## config.mk

```make
export PLATFORM = sky130hd
export DESIGN_NAME = hd_turnaround_ctrl
export DESIGN_NICKNAME = d
export VERILOG_FILES = /design/src/rtl/hd_turn_pkg.sv /design/src/rtl/hd_guard_limit.sv /design/src/rtl/hd_guard_timer.sv /design/src/rtl/hd_rx_tracker.sv /design/src/rtl/hd_dir_fsm.sv /design/src/rtl/hd_turnaround_ctrl.sv
export SDC_FILE = /design/constraint.sdc
export NUM_CORES = 1
export LEC_CHECK = 0
export BUFFER_PORTS_ARGS = -buffer_cell sky130_fd_sc_hd__buf_4
export CORE_MARGIN = 4
export CORE_UTILIZATION = 47
export DETAILED_ROUTE_END_ITERATION = 7
export GPL_ROUTABILITY_DRIVEN = 1
export GPL_TIMING_DRIVEN = 1
export HOLD_SLACK_MARGIN = 0.03
export PLACE_DENSITY = 0.73
export SETUP_SLACK_MARGIN = 0.05
export SLEW_MARGIN = 10
export SYNTH_ARGS = -nofsm -noshare
export SYNTH_HDL_FRONTEND = slang
export SYNTH_SLANG_ARGS = --single-unit
```

## constraint.sdc

```tcl
create_clock -name clk -period 2.2 [get_ports clk]
set_clock_uncertainty 0.05 [all_clocks]
set_input_delay 0.11 -clock clk [delete_from_list [all_inputs] [get_ports clk]]
set_output_delay 0.11 -clock clk [all_outputs]
set_load 0.02 [all_outputs]
```

## src/rtl/hd_turn_pkg.sv

```systemverilog
// Package: shared types for the half-duplex turnaround guard.
// Assumes: nothing beyond IEEE 1800-2017.
package hd_turn_pkg;

    // Direction controller state
    typedef enum logic [1:0] {
        DIR_IDLE     = 2'd0,
        DIR_TX_GUARD = 2'd1,
        DIR_RX_GUARD = 2'd2
    } dir_state_e;

endpackage

```

## src/rtl/hd_guard_limit.sv

```systemverilog
// Module: hd_guard_limit
// Converts the raw guard setting into the terminal count used by the timer.
// Values above MAX_STEPS saturate to MAX_STEPS. Purely combinational.
// Assumes: MAX_STEPS fits in SET_W bits and in CNT_W bits.
module hd_guard_limit #(
    parameter int SET_W     = 8,
    parameter int MAX_STEPS = 100,
    parameter int CNT_W     = $clog2(MAX_STEPS + 1)
) (
    input  logic [SET_W-1:0] setting,
    output logic [CNT_W-1:0] limit,
    output logic             limit_zero
);

    localparam logic [SET_W-1:0] MAX_SET = SET_W'(MAX_STEPS);
    localparam logic [CNT_W-1:0] MAX_CNT = CNT_W'(MAX_STEPS);

    // Saturate the setting and flag the no-guard case
    always_comb begin
        if (setting > MAX_SET) begin
            limit = MAX_CNT;
        end else begin
            limit = CNT_W'(setting);
        end
        limit_zero = (setting == '0);
    end

endmodule

```

## src/rtl/hd_guard_timer.sv

```systemverilog
// Module: hd_guard_timer
// Counts tick pulses while running. It reports expiry in the cycle whose tick
// completes the programmed number of steps. A clear has priority over counting.
// Assumes: limit is nonzero whenever run is asserted with a tick.
module hd_guard_timer #(
    parameter int CNT_W = 7
) (
    input  logic             clk,
    input  logic             rst_n,
    input  logic             clr,
    input  logic             run,
    input  logic             tick,
    input  logic [CNT_W-1:0] limit,
    output logic [CNT_W-1:0] count,
    output logic             expired
);

    localparam logic [CNT_W:0] ONE = (CNT_W+1)'(1);

    logic [CNT_W:0] count_next;

    // Next-count value and terminal detection
    always_comb begin
        count_next = {1'b0, count} + ONE;
        expired    = run && tick && (count_next >= {1'b0, limit});
    end

    // Step counter register
    always_ff @(posedge clk) begin
        if (!rst_n) begin
            count <= '0;
        end else if (clr || expired) begin
            count <= '0;
        end else if (run && tick) begin
            count <= count_next[CNT_W-1:0];
        end
    end

endmodule

```

## src/rtl/hd_rx_tracker.sv

```systemverilog
// Module: hd_rx_tracker
// Remembers that a character is being received. The flag is set by a start bit
// that arrives while the receiver is gated on and cleared by character completion.
// A start bit in the same cycle as a completion wins (back-to-back characters).
// Assumes: rx_start and rx_char_done are single-cycle pulses.
module hd_rx_tracker (
    input  logic clk,
    input  logic rst_n,
    input  logic rx_start,
    input  logic rx_char_done,
    input  logic rx_gate,
    output logic rx_busy
);

    logic start_seen;

    // Qualify the start bit with the receiver gate
    always_comb begin
        start_seen = rx_start && rx_gate;
    end

    // Reception-in-progress flag
    always_ff @(posedge clk) begin
        if (!rst_n) begin
            rx_busy <= 1'b0;
        end else if (start_seen) begin
            rx_busy <= 1'b1;
        end else if (rx_char_done) begin
            rx_busy <= 1'b0;
        end
    end

endmodule

```

## src/rtl/hd_dir_fsm.sv

```systemverilog
// Module: hd_dir_fsm
// Three-state direction controller: idle, guard after transmit, guard after
// receive. It chooses when the guard timer is cleared or running, and it
// derives the receiver gate and the transmit permit.
// Assumes: the transmitter and receiver never finish a character in the same cycle.
// If they do, the transmit event takes precedence.
module hd_dir_fsm
    import hd_turn_pkg::*;
(
    input  logic       clk,
    input  logic       rst_n,
    input  logic       tx_active,
    input  logic       tx_last_bit,
    input  logic       rx_char_done,
    input  logic       rx_busy,
    input  logic       tx_buf_loaded,
    input  logic       limit_zero,
    input  logic       timer_expired,
    output dir_state_e state,
    output logic       timer_clr,
    output logic       timer_run,
    output logic       rx_enable,
    output logic       tx_start_ok
);

    dir_state_e state_next;

    // Timer control: hold at zero while idle, on restart events, and while
    // the opposite side is still moving bits
    always_comb begin
        timer_clr = (state == DIR_IDLE) || tx_last_bit || rx_char_done ||
                    ((state == DIR_TX_GUARD) && tx_active) ||
                    ((state == DIR_RX_GUARD) && rx_busy);
        timer_run = !timer_clr;
    end

    // Next-state selection
    always_comb begin
        state_next = state;
        if (tx_last_bit) begin
            state_next = limit_zero ? DIR_IDLE : DIR_TX_GUARD;
        end else if (rx_char_done) begin
            state_next = limit_zero ? DIR_IDLE : DIR_RX_GUARD;
        end else begin
            unique case (state)
                DIR_IDLE: begin
                    state_next = DIR_IDLE;
                end
                DIR_TX_GUARD: begin
                    if (timer_expired) begin
                        state_next = DIR_IDLE;
                    end
                end
                DIR_RX_GUARD: begin
                    if (timer_expired) begin
                        state_next = DIR_IDLE;
                    end
                end
                default: begin
                    state_next = DIR_IDLE;
                end
            endcase
        end
    end

    // State register
    always_ff @(posedge clk) begin
        if (!rst_n) begin
            state <= DIR_IDLE;
        end else begin
            state <= state_next;
        end
    end

    // Output gating from the registered state
    always_comb begin
        rx_enable   = !tx_active && (state != DIR_TX_GUARD);
        tx_start_ok = tx_buf_loaded && !rx_busy && (state != DIR_RX_GUARD);
    end

endmodule

```

## src/rtl/hd_turnaround_ctrl.sv

```systemverilog
// Module: hd_turnaround_ctrl (top)
// Half-duplex infrared turnaround guard. It blocks the receiver after a
// transmission and holds back the transmitter after a reception, each for a
// programmable number of 100 microsecond ticks.
// Assumes: the event inputs are single-cycle pulses synchronous to clk.
// The tick comes from a divider elsewhere.
module hd_turnaround_ctrl
    import hd_turn_pkg::*;
#(
    parameter int SET_W     = 8,
    parameter int MAX_STEPS = 100
) (
    input  logic             clk,
    input  logic             rst_n,
    input  logic             tick_100us,
    input  logic [SET_W-1:0] guard_setting,
    input  logic             tx_active,
    input  logic             tx_last_bit,
    input  logic             rx_start,
    input  logic             rx_char_done,
    input  logic             tx_buf_loaded,
    output logic             rx_enable,
    output logic             tx_start_ok
);

    localparam int CNT_W = $clog2(MAX_STEPS + 1);

    logic [CNT_W-1:0] limit;
    logic             limit_zero;
    logic [CNT_W-1:0] t_count;
    logic             t_expired;
    logic             t_clr;
    logic             t_run;
    logic             rx_busy;
    dir_state_e       state;

    hd_guard_limit #(
        .SET_W     (SET_W),
        .MAX_STEPS (MAX_STEPS),
        .CNT_W     (CNT_W)
    ) u_limit (
        .setting    (guard_setting),
        .limit      (limit),
        .limit_zero (limit_zero)
    );

    hd_guard_timer #(
        .CNT_W (CNT_W)
    ) u_timer (
        .clk     (clk),
        .rst_n   (rst_n),
        .clr     (t_clr),
        .run     (t_run),
        .tick    (tick_100us),
        .limit   (limit),
        .count   (t_count),
        .expired (t_expired)
    );

    hd_rx_tracker u_rx_trk (
        .clk          (clk),
        .rst_n        (rst_n),
        .rx_start     (rx_start),
        .rx_char_done (rx_char_done),
        .rx_gate      (rx_enable),
        .rx_busy      (rx_busy)
    );

    hd_dir_fsm u_fsm (
        .clk           (clk),
        .rst_n         (rst_n),
        .tx_active     (tx_active),
        .tx_last_bit   (tx_last_bit),
        .rx_char_done  (rx_char_done),
        .rx_busy       (rx_busy),
        .tx_buf_loaded (tx_buf_loaded),
        .limit_zero    (limit_zero),
        .timer_expired (t_expired),
        .state         (state),
        .timer_clr     (t_clr),
        .timer_run     (t_run),
        .rx_enable     (rx_enable),
        .tx_start_ok   (tx_start_ok)
    );

endmodule

```

Yosys cells after proc, flatten, opt, wreduce, memory -nomap -nowiden
Index checks and enable logic that the tools add are counted.
{"block": "totals", "reg_bits": 10}
{"block": "op_classes", "order_cmp": 2, "add_sub_neg": 1, "mux": 9, "bitwise": 1, "n_eq_ne": 5, "reduce_logical": 21}
{"op": "$mux W2", "count": 5}
{"op": "$add A7 B1 Y8 const B", "count": 1}
{"op": "$ge A8 B7 Y1", "count": 1}
{"op": "$gt A8 B7 Y1 const B", "count": 1}
{"op": "$logic_and A1 B1 Y1", "count": 8}
{"op": "$logic_not A8 Y1", "count": 1}
{"op": "$mux W7", "count": 1}
{"op": "$logic_or A1 B1 Y1", "count": 5}
{"op": "$ne A4 B1 Y1 const B", "count": 1}
{"op": "$reduce_or A2 Y1", "count": 2}
{"op": "$logic_not A1 Y1", "count": 3}
{"op": "$mux W1", "count": 3}
{"op": "$eq A2 B1 Y1 const B", "count": 1}
{"op": "$eq A2 B2 Y1 const B", "count": 1}
{"op": "$logic_not A2 Y1", "count": 1}
{"op": "$ne A2 B1 Y1 const B", "count": 1}
{"op": "$ne A2 B2 Y1 const B", "count": 1}
{"op": "$reduce_bool A2 Y1", "count": 1}
{"op": "$not A1 Y1", "count": 1}

Depth between registers and ports, before layout
Gate-level depths: netlist of run 1.
{"block": "logic_depth", "depth_word": 12, "depth_mapped": 11, "mapped_depth_nobuf": 10}

Hierarchy
Synthesis of run 1 repeated with hierarchy kept, for this count alone.
{"block": "hier_totals", "hier_cells": 102, "area_unflattened_um2": 869.6}
{"mod": "hd_guard_timer", "area_each_um2": 563.0, "seq_area_each_um2": 140.1, "instances": 1, "cells_per_inst": 66}
{"mod": "hd_dir_fsm", "area_each_um2": 171.4, "seq_area_each_um2": 40.0, "instances": 1, "cells_per_inst": 18}
{"mod": "hd_guard_limit", "area_each_um2": 93.8, "seq_area_each_um2": 0.0, "instances": 1, "cells_per_inst": 14}
{"mod": "hd_rx_tracker", "area_each_um2": 41.3, "seq_area_each_um2": 20.0, "instances": 1, "cells_per_inst": 4}

Worst setup path after synthesis of run 1
Ideal clock, no wire load.
{"block": "synth_timing", "path_type": "reg2reg", "startpoint": "register u_timer.count[2]", "endpoint": "register u_fsm.state[0]", "stages_incl_launch_ff": 11, "arrival_ps": 2093, "path_slack_ps": -44, "required_time_ps": 2049, "setup_time_ps": 101, "period_less_slack_ps": 2244, "path_cell_list": "dfxtp_1 and2_2 nand4_1 xnor2_1 ha_1 a21o_2 a21oi_1 o21a_2 buf_6 a21oi_2 o41ai_1"}
{"block": "synth_between", "elab_chain_cells": 4}
{"element": "from (decl)", "line": "hd_guard_timer.sv:14", "text": "output logic [CNT_W-1:0] count,"}
{"element": "from (signal assigned)", "line": "hd_guard_timer.sv:35", "text": "count <= count_next[CNT_W-1:0];"}
{"element": "$add A7 B1 Y8", "line": "hd_guard_timer.sv:24", "text": "count_next = {1'b0, count} + ONE;"}
{"element": "via u_timer.count_next[5]", "line": "hd_guard_timer.sv:20", "text": "logic [CNT_W:0] count_next;"}
{"element": "$ge A8 B7 Y1", "line": "hd_guard_timer.sv:25", "text": "expired = run && tick && (count_next >= {1'b0, limit});"}
{"element": "$logic_and A1 B1 Y1", "line": "hd_guard_timer.sv:25"}
{"element": "$ne A4 B1 Y1 (no line)"}
{"element": "to (signal assigned)", "line": "hd_dir_fsm.sv:71", "text": "state <= state_next;"}
{"element": "to (decl)", "line": "hd_dir_fsm.sv:19", "text": "output dir_state_e state,"}
The timed path passes the listed nets, and every way through them passes these cells.
A chain may end at the register's enable or synchronous reset.

Final worst setup path of run 1
{"block": "layout_timing", "startpoint": "register u_timer.count[0]", "endpoint": "register u_timer.count[5]"}
{"block": "layout_between", "elab_chain_cells": 5}
{"element": "$add A7 B1 Y8", "line": "hd_guard_timer.sv:24"}
{"element": "via u_timer.count_next[2]", "line": "hd_guard_timer.sv:20"}
{"element": "$ge A8 B7 Y1", "line": "hd_guard_timer.sv:25"}
{"element": "$logic_and A1 B1 Y1", "line": "hd_guard_timer.sv:25"}
{"element": "$logic_or A1 B1 Y1", "line": "hd_guard_timer.sv:32", "text": "end else if (clr || expired) begin"}
{"element": "$reduce_or A2 Y1 (no line)"}
The timed path passes the listed nets, and every way through them passes these cells.

==> out/summary.txt, run 1 <==
Status -> finished with violations
Failing checks -> negative setup slack
Fin nets -> 172
Post-synthesis cell area -> 842 sq um
CTS clk-pin slew, worst paths -> 70 ps
1st-iter DRT viols -> 18
First-pass GRT wire length -> 3.91 mm
Most frequent cell after synthesis -> nand2_1
Area delta synth->final -> 52.0%
Reg2reg path depth -> 9
RSZ-0062 raised after global routing -> yes
Initial Util -> 0.493
Worst setup path endpoint -> u_timer.count[5]
Netlist cell types -> 34
Pwr/cell area -> 323 nW/um^2
Drt drc -> 0
Startpoint types -> register
ANT nets after route -> 0
Clock Tree Buf Depth -> 2
Top cells by count, synth -> 14 x nand2_1, 11 x ha_1, 10 x dfxtp_1
Main synth FF type -> dfxtp_1
Fmax -> 452 MHz
Wirelength, routed -> 2.55 mm
Diodes inserted -> 0
CTS tree -> done
Port-buffer cells -> 17
Total CTS buffers -> 3
EDFF count, synth -> 0
Vias/cell -> 5.56
Period utilization -> 1.01
Vias in the first global route -> 962
DPL Wire Length -> 1.69 mm
Maximum fanout along the worst path -> 5
YS warnings -> 0
Final setup violation count -> 1
Asr flop ratio synth -> 0
Worst r2r dst -> u_timer.count[5]
Die height -> 50.3 microns
R2r setup slk -> -10 ps
Grt ovf -> 0
Die X -> 50.3 microns
Seq/Total Area, Yosys -> 0.238
Crit Path Category -> register to register
Avg WL per Cell -> 15.2 microns
CP Capture Type -> register
Setup crit start -> u_timer.count[0]
Pleak -> 0.562 nW
Hold Slack -> 26.6 ps
Setup WS post-layout -> -12.4 ps
Post-synth top area share -> 0.238
Min Tclk post-route -> 2210 ps
Mapped Cells -> 100
Worst endpoint required time -> 2340 ps
Slew @ Worst Pin -> 395 ps
Max-cap violation count -> 0
Worst R2R Start -> u_timer.count[0]
Worst slew margin -> 0.736
Area contributors post-synth -> dfxtp_1 24%, ha_1 16%, nand2_1 6.2%
Finished Core Util -> 0.749
Largest net degree at the start of global routing -> 11
Core area -> 1710 sq um
Avg Cell Area, Syn -> 8.42 sq um
GRT Util Overall -> 0.203
Die ar. -> 2530 sq um
Cell Rows -> 15
GPL Wtd Cong -> 0.854
Ports -> 18
Critical Path AT -> 2360 ps
DRT Pass-1 Iters -> 4
Initial antenna violation count -> 0
Layout cells sized above 1 -> 0.427
Final Instance Area -> 1280 sq um
VDD IR max -> 243 uV
Setup Slack @ Placement -> -221 ps
Fin. Hold Viols -> 0
H-tree levels -> 1
Yosys top cell by area -> dfxtp_1
Cell Area, Placed -> 1080 sq um
CTS Sinks -> 10
Worst skew pair latency -> 280 ps
Vias post-DR -> 934
Root Driver -> clkbuf_4
HP Class -> primary input to register
Mapped Nets -> 127
Synth Register Bits -> 10
Final Max Tran Viols -> 0
[critical path, stage by stage, from the launching register on]
cell	delay [ps]
dfxtp_2	380
ha_4	160
xor2_1	160
ha_1	270
a211o_1	320
a31oi_2	180
o21a_4	210
buf_6	110
nand3_1	70
a31oi_1	210
[layer usage]
layer / track usage / routed length, microns / vias to the layer above / share of wire
met5: 0 / 0 / - / 0
met2: 0.380 / 1350 / 23 / 0.53
li1: - / - / 464 / -
met1: 0.215 / 1030 / 440 / 0.41
met3: 0.0475 / 107 / 7 / 0.042
met4: 0.0807 / 55 / 0 / 0.022
[worst min path at each step]
stage	slack, ps	from	end	cells past startpoint
after floorplan	160	tx_last_bit	u_fsm.state[0]	1
after global placement	280	tx_last_bit	u_fsm.state[0]	2
after detailed placement	290	tx_last_bit	u_fsm.state[1]	2
after CTS	30	rst_n	u_rx_trk.rx_busy	3
after global routing	60	rst_n	u_rx_trk.rx_busy	3
final	30	rst_n	u_rx_trk.rx_busy	3
[through the flow]
step | power, mW | cells | setup TNS (ps)
after global placement | 0.267 | 153 | -480
after floorplan | 0.226 | 100 | 0
after detailed placement | 0.269 | 153 | -1040
after global routing | 0.428 | 168 | -464
after CTS | 0.403 | 169 | 0
final | 0.413 | 168 | -12.4
[power by group]
part	internal, mW	total, mW	leakage [nW]	switching (mW)
logic	0.0465	0.0893	0.465	0.0428
registers	0.184	0.185	0.0832	0.00179
clock network	0.0636	0.138	0.0138	0.0743
[layout make-up]
| class | count | area (sq um) |
|---|---|---|
| repair buffers | 41 | 324 |
| flip-flops and latches | 10 | 205 |
| inverters | 3 | 11.3 |
| fillers | 135 | 428 |
| multi-input cells | 86 | 686 |
| well taps | 25 | 31.3 |
| clock buffers | 3 | 22.5 |
[logic make-up after synthesis]
logic type | synth area share
simple gates | 0.337
compound gates | 0.183
fa+ha+maj | 0.163
flops | 0.238
xor+xnor | 0.0520
buf+inv | 0.0267
[sequential cells by signal, summed over array words and instances (netlist names)]
name              count
u_rx_trk.rx_busy      1
u_timer.count         7
u_fsm.state           2
[placed cells by master, fill, tap and decap left out, types with 2 or more instances in the layout]
cell type and n:
nand3_1 4, nand2_1 14, a21oi_2 3, xnor2_1 4
dfxtp_1 6, dfxtp_2 4, inv_1 3, ha_1 10
dlygate4sd3_1 2, nor2b_1 4, a31oi_2 2, clkbuf_4 3
nand3b_1 2, nor2_1 7, buf_6 3, nand4_1 6
a31oi_1 2, o41ai_2 2, buf_4 36, nor3b_1 2
a21oi_1 5
[repair_timing]
action | CTS | global route
hold buffers | 2 | 0
setup endpoints to repair | 8 | 9
endpoints found under the hold margin | 3 | 0
buffers inserted | 11 | 0
resized for setup | 5 | 12
pin swaps | 4 | 15
Power figures use the tool's default switching activity.
==> inputs of run 2 (changes only) <==
--- a/config.mk
+++ b/config.mk
@@ -6,13 +6,15 @@
 export NUM_CORES = 1
 export LEC_CHECK = 0
 export BUFFER_PORTS_ARGS = -buffer_cell sky130_fd_sc_hd__buf_4
+export CELL_PAD_IN_SITES_DETAIL_PLACEMENT = 1
+export CELL_PAD_IN_SITES_GLOBAL_PLACEMENT = 2
 export CORE_MARGIN = 4
-export CORE_UTILIZATION = 47
+export CORE_UTILIZATION = 28
 export DETAILED_ROUTE_END_ITERATION = 7
 export GPL_ROUTABILITY_DRIVEN = 1
 export GPL_TIMING_DRIVEN = 1
 export HOLD_SLACK_MARGIN = 0.03
-export PLACE_DENSITY = 0.73
+export PLACE_DENSITY_LB_ADDON = 0.1
 export SETUP_SLACK_MARGIN = 0.05
 export SLEW_MARGIN = 10
 export SYNTH_ARGS = -nofsm -noshare
==> out/summary.txt, run 2 (same netlist as run 1, synthesis figures left out) <==
Port-buffer cells -> 17 (unchanged)
CTS tree -> done
Startpoint types -> register
Maximum fanout along the worst path -> 8 (+3)
Crit Path Category -> register to register
HP Class -> primary input to register
Regs by FF count -> u_timer.count x7, u_fsm.state x2, u_rx_trk.rx_busy x1
Ports -> 18 (unchanged)
Clock Tree Buf Depth -> 2 (unchanged)
VDD IR max -> 282 uV (+16%)
Fin nets -> 166 (-3.5%)
DRT Pass-1 Iters -> 2 (-2)
CTS Sinks -> 10 (unchanged)
Root Driver -> clkbuf_4
Grt ovf -> 0 (unchanged)
Sw Share -> 0.255 (-0.0328)
Initial antenna violation count -> 0 (unchanged)
Hold path depth -> 3 (unchanged)
1st-iter DRT viols -> 24 (+6)
Core area -> 2810 sq um (+64%)
ANT nets after route -> 0 (unchanged)
Vias in the first global route -> 978 (+1.7%)
Pwr/cell area -> 361 nW/um^2 (+12%)
Hold Slack -> 60.5 ps (+33.9 ps)
Avg WL per Cell -> 14.5 microns (-4.5%)
Die height -> 62.8 microns (+25%)
Most flop-heavy register -> u_timer.count
Cell Rows -> 19 (+4)
Status -> complete, no violations
Layout cells sized above 1 -> 0.370 (-0.0570)
First-pass GRT wire length -> 4.28 mm (+9.4%)
Vias post-DR -> 881 (-5.7%)
CP Capture Type -> register
Vias/cell -> 5.21 (-6.2%)
Final non-filler cell total -> 169 (+0.60%)
Die ar. -> 3950 sq um (+56%)
Net Sw Power -> 0.113 mW (-5.2%)
Worst r2r dst -> u_timer.count[2]
Final Instance Area -> 1220 sq um (-4.5%)
Worst R2R Start -> u_timer.count[0]
Fillers -> 346 (+160%)
Multi-input gate area -> 646 sq um (-5.8%)
Min Tclk post-route -> 2140 ps (-74.4 ps)
Slew @ Worst Pin -> 363 ps (-31.4 ps)
H-tree levels -> 1 (unchanged)
GRT Util Overall -> 0.134 (-0.0685)
R2r setup slk -> 60 ps (+70 ps)
Worst skew pair latency -> 270 ps (about the same)
CTS clk-pin slew, worst paths -> 70 ps (about the same)
Commonest non-fill, non-tap cells in the layout -> 29 x buf_4, 14 x nand2_1, 9 x ha_1
Reg2reg path depth -> 9 (unchanged)
Min-delay src -> rx_char_done
Fin. Hold Viols -> 0 (unchanged)
Area delta synth->final -> 45.2%
Pleak -> 0.533 nW (-5.1%)
RSZ-0062 raised after global routing -> yes
Gate power share -> 0.192 (-0.024)
Total CTS buffers -> 3 (unchanged)
Critical Path AT -> 2280 ps (-80 ps)
Worst endpoint required time -> 2340 ps (about the same)
Cell Int Power -> 0.329 mW (+12%)
Fmax -> 468 MHz (+3.5%)
Clock share of power -> 0.390 (+0.056)
Final setup violation count -> 0 (-1)
Max-cap violation count -> 0 (unchanged)
Diodes inserted -> 0 (unchanged)
GPL Wtd Cong -> 0.776 (-9.1%)
Largest net degree at the start of global routing -> 11 (unchanged)
Cell Area, Placed -> 1100 sq um (+1.4%)
Period utilization -> 0.972 (-0.0338)
DPL Wire Length -> 1.99 mm (+18%)
Final Max Tran Viols -> 0 (unchanged)
Worst slew margin -> 0.757 (+0.0210)
Reg area -> 209 sq um (+1.8%)
Most common cell after layout, fill and taps aside -> buf_4
Die X -> 62.8 microns (+25%)
Drt drc -> 0 (unchanged)
Initial Util -> 0.300 (-0.193)
Max FFs per register -> 7 (unchanged)
Seq pwr share -> 0.418 (-0.031)
Finished Core Util -> 0.436 (-0.314)
Placed cells -> 160 (+4.6%)
Hold EP -> u_fsm.state[1]
Wirelength, routed -> 2.45 mm (-3.9%)
## run 2: cell count changes in the layout (fill, tap and decap cells not counted), sizes merged
cell,before,now
clkbuf,3,4
buf,39,32
dlygate4sd3,2,3
## run 2: per-stage QoR
step / setup slack (ps) / power [mW] / TNS [ps]
floorplan: 50.2 / 0.226 / 0
global placement: -71.1 / 0.268 / -318
detailed placement: -151 / 0.270 / -707
CTS: 53.6 / 0.450 / 0
global route: -113 / 0.470 / -710
finish: 62.0 / 0.441 / 0
## run 2: how the worst max path moves through the flow
| stage | endpoint | slack (ps) | startpoint | cells after the start |
|---|---|---|---|---|
| after floorplan | u_fsm.state[0] | 50 | u_timer.count[2] | 10 |
| after global placement | u_fsm.state[0] | -70 | guard_setting[3] | 11 |
| after detailed placement | u_fsm.state[1] | -150 | guard_setting[3] | 11 |
| after CTS | u_timer.count[2] | 50 | u_timer.count[0] | 9 |
| after global routing | u_fsm.state[0] | -110 | u_timer.count[0] | 9 |
| final | u_timer.count[2] | 60 | u_timer.count[0] | 9 |
## run 2: layout make-up
cell class	count	share of cell area
Inverter	3	0.00921
Sequential cell	10	0.171
Timing Repair Buffer	35	0.230
Multi-Input combinational cell	86	0.528
Tap cell	31	0.0317
Clock buffer	4	0.0297
## run 2: power by group through the flow
stage          clock (mW)  sequential [mW]  combinational (mW)
2_1_floorplan           0            0.189              0.0363
3_3_place_gp            0            0.190              0.0782
3_5_place_dp            0            0.190              0.0797
4_1_cts             0.179            0.184              0.0862
5_1_grt             0.191            0.185              0.0946
6_report            0.172            0.184              0.0849
## run 2: layer usage
layer	routed length, microns	GRT usage	vias up
met5	0	0	-
met4	35	0.0441	0
met3	92	0.0414	4
met2	1250	0.244	12
met1	1070	0.148	414
li1	-	-	451
## run 2: critical path, stage by stage (launching register included)
cell and delay (ps):
dfxtp_4 360, ha_4 180, xor2_1 140, ha_1 310, a211o_1 260, a31oi_1 190
o21a_4 230, buf_6 110, o211ai_1 90, a21oi_1 130
## run 2: timing repair
action | 4_1_cts | 5_1_grt
hold endpoints to repair | 3 | 0
pin swaps | 10 | 0
gates cloned | 0 | 0
hold buffers | 3 | 0
setup endpoints to repair | 9 | 9
setup buffers | 2 | 0
gates resized for setup | 13 | 0
==> inputs of run 3 (changes only) <==
--- a/config.mk
+++ b/config.mk
@@ -6,6 +6,7 @@
 export NUM_CORES = 1
 export LEC_CHECK = 0
 export BUFFER_PORTS_ARGS = -buffer_cell sky130_fd_sc_hd__buf_4
+export CAP_MARGIN = 15
 export CELL_PAD_IN_SITES_DETAIL_PLACEMENT = 1
 export CELL_PAD_IN_SITES_GLOBAL_PLACEMENT = 2
 export CORE_MARGIN = 4
@@ -13,8 +14,8 @@
 export DETAILED_ROUTE_END_ITERATION = 7
 export GPL_ROUTABILITY_DRIVEN = 1
 export GPL_TIMING_DRIVEN = 1
-export HOLD_SLACK_MARGIN = 0.03
-export PLACE_DENSITY_LB_ADDON = 0.1
+export HOLD_SLACK_MARGIN = 0.08
+export PLACE_DENSITY_LB_ADDON = 0.12
 export SETUP_SLACK_MARGIN = 0.05
 export SLEW_MARGIN = 10
 export SYNTH_ARGS = -nofsm -noshare
==> out/summary.txt, run 3 (same netlist as run 1, synthesis figures left out) <==
Status -> complete, no violations
Net Sw Power -> 0.114 mW (+0.98%)
Final Instance Area -> 1280 sq um (+4.8%)
Regs by FF count -> u_timer.count x7, u_fsm.state x2, u_rx_trk.rx_busy x1
VDD IR max -> 237 uV (-16%)
ANT nets after route -> 0 (unchanged)
Final setup violation count -> 0 (unchanged)
Crit Path Category -> register to register
Cell Int Power -> 0.330 mW (+0.45%)
Clock Tree Buf Depth -> 2 (unchanged)
1st-iter DRT viols -> 28 (+17%)
Slew @ Worst Pin -> 348 ps (-15.0 ps)
Most flop-heavy register -> u_timer.count
DRT Pass-1 Iters -> 4 (+2)
Fmax -> 459 MHz (-2.0%)
Grt ovf -> 0 (unchanged)
Slowest stage cell, crit path -> dfxtp_4
RSZ-0062 raised after global routing -> yes
CTS Sinks -> 10 (unchanged)
Worst skew pair latency -> 270 ps (about the same)
Worst slew margin -> 0.767 (+0.0100)
DPL Wire Length -> 1.99 mm (about the same)
Initial Util -> 0.300 (unchanged)
Root Driver -> clkbuf_4
Core area -> 2810 sq um (unchanged)
Multi-input gate area -> 658 sq um (+1.9%)
Pleak -> 0.565 nW (+6.0%)
Final Max Tran Viols -> 0 (unchanged)
Startpoint types -> register
H-tree levels -> 1 (unchanged)
Largest net degree at the start of global routing -> 11 (unchanged)
Reg area -> 211 sq um (+1.2%)
CP Capture Type -> register
GPL Wtd Cong -> 0.767 (-1.2%)
CTS clk-pin slew, worst paths -> 70 ps (about the same)
Finished Core Util -> 0.457 (+0.0210)
Clock share of power -> 0.384 (-0.006)
Cell Area, Placed -> 1090 sq um (-0.68%)
Sw Share -> 0.256 (+0.00102)
Vias/cell -> 5.28 (+1.2%)
Max-cap violation count -> 0 (unchanged)
Seq pwr share -> 0.412 (-0.006)
Min Tclk post-route -> 2180 ps (+42.7 ps)
Slowest stage delay, CP -> 370 ps (about the same)
Setup Slack @ Placement -> -159 ps (-8.00 ps)
Port-buffer cells -> 17 (unchanged)
Fin nets -> 170 (+2.4%)
Pwr/cell area -> 347 nW/um^2 (-4.0%)
Avg WL per Cell -> 14.9 microns (+2.8%)
Cell Rows -> 19 (unchanged)
Die ar. -> 3950 sq um (unchanged)
Layout cells sized above 1 -> 0.387 (+0.0178)
Wirelength, routed -> 2.58 mm (+5.2%)
Crit path buf inv count -> 1 (unchanged)
Critical Path AT -> 2320 ps (+40 ps)
Maximum fanout along the worst path -> 6 (-2)
Ports -> 18 (unchanged)
Setup WS post-layout -> 19.3 ps (-42.7 ps)
Vias post-DR -> 913 (+3.6%)
Commonest non-fill, non-tap cells in the layout -> 29 x buf_4, 14 x nand2_1, 10 x ha_1
Crit-path leading delay family -> compound AO/OA/AOI/OAI gates
Die X -> 62.8 microns (unchanged)
Total Power -> 0.444 mW (+0.58%)
Gate power share -> 0.203 (+0.011)
HP Class -> primary input to register
GRT Util Overall -> 0.146 (+0.0120)
Initial antenna violation count -> 0 (unchanged)
Vias in the first global route -> 1032 (+5.5%)
Total CTS buffers -> 3 (unchanged)
CTS tree -> done
Fin. Hold Viols -> 0 (unchanged)
Area delta synth->final -> 52.2%
Die height -> 62.8 microns (unchanged)
Fillers -> 345 (-0.29%)
Diodes inserted -> 0 (unchanged)
Period utilization -> 0.991 (+0.0194)
Most common cell after layout, fill and taps aside -> buf_4
Ordered list of cells on the worst path -> ha_4 > xor2_1 > ha_1 > a211o_1 > a31oi_1 > o21a_4 > buf_6 > nand4_1 > a21oi_1
First-pass GRT wire length -> 4.52 mm (+5.6%)
Worst endpoint required time -> 2340 ps (about the same)
TNS Setup -> 0 ps (unchanged)
Max FFs per register -> 7 (unchanged)
Drt drc -> 0 (unchanged)
==> run 3: changes by cell type in the layout (fill, tap and decap cells not counted), sizes merged <==
cell         delta
buf             +3
dlygate4sd3     +1
==> run 3: power by group through the flow <==
| stage | registers [mW] | clock network, mW | logic [mW] |
|---|---|---|---|
| after floorplan | 0.189 | 0 | 0.0363 |
| after global placement | 0.190 | 0 | 0.0783 |
| after detailed placement | 0.190 | 0 | 0.0806 |
| after CTS | 0.184 | 0.183 | 0.0886 |
| after global routing | 0.184 | 0.195 | 0.101 |
| final | 0.183 | 0.171 | 0.0902 |
==> run 3: path summary, 6_finish.rpt <==
check	start	to	slack [ps]	depth (start not counted)
max	u_timer.count[0]	u_timer.count[4]	20	9
min	rst_n	u_fsm.state[0]	200	5
max reg2reg	u_timer.count[0]	u_timer.count[4]	20	9
min reg2reg	u_timer.count[6]	u_timer.count[6]	470	2
==> run 3: layout make-up <==
| type | instances | share of cell area |
|---|---|---|
| repair buffers | 39 | 0.254 |
| clock buffers | 4 | 0.0283 |
| well taps | 31 | 0.0303 |
| flip-flops and latches | 10 | 0.165 |
| multi-input cells | 86 | 0.514 |
| inverters | 3 | 0.00879 |
==> run 3: worst register-to-register path, stage by stage, from the launching register on <==
cell     delay, ps
dfxtp_4        370
ha_4           170
xor2_1         160
ha_1           330
a211o_1        270
a31oi_1        180
o21a_4         210
buf_6          110
nand4_1         90
a21oi_1        170
==> run 3: per-layer routing <==
metal / vias up / share of wire / global-route usage / routed length, microns
met4: 0 / 0.027 / 0.0496 / 70
met2: 18 / 0.50 / 0.261 / 1300
met1: 427 / 0.43 / 0.155 / 1100
met5: - / 0 / 0 / 0
met3: 10 / 0.044 / 0.0594 / 114
li1: 458 / - / - / -
==> run 3: metrics by stage <==
stage / instances / hold slack, ps
after floorplan: 100 / 161
after global placement: 159 / 284
after detailed placement: 159 / 294
after CTS: 170 / 186
after global routing: 173 / 203
final: 173 / 197
==> run 3: what timing repair did <==
action | 4_1_cts | 5_1_grt
endpoints found under the hold margin | 3 | 0
gates resized for setup | 14 | 4
hold buffers | 4 | 0
pin swaps | 9 | 13
setup buffers | 3 | 3
setup endpoints to repair | 9 | 9
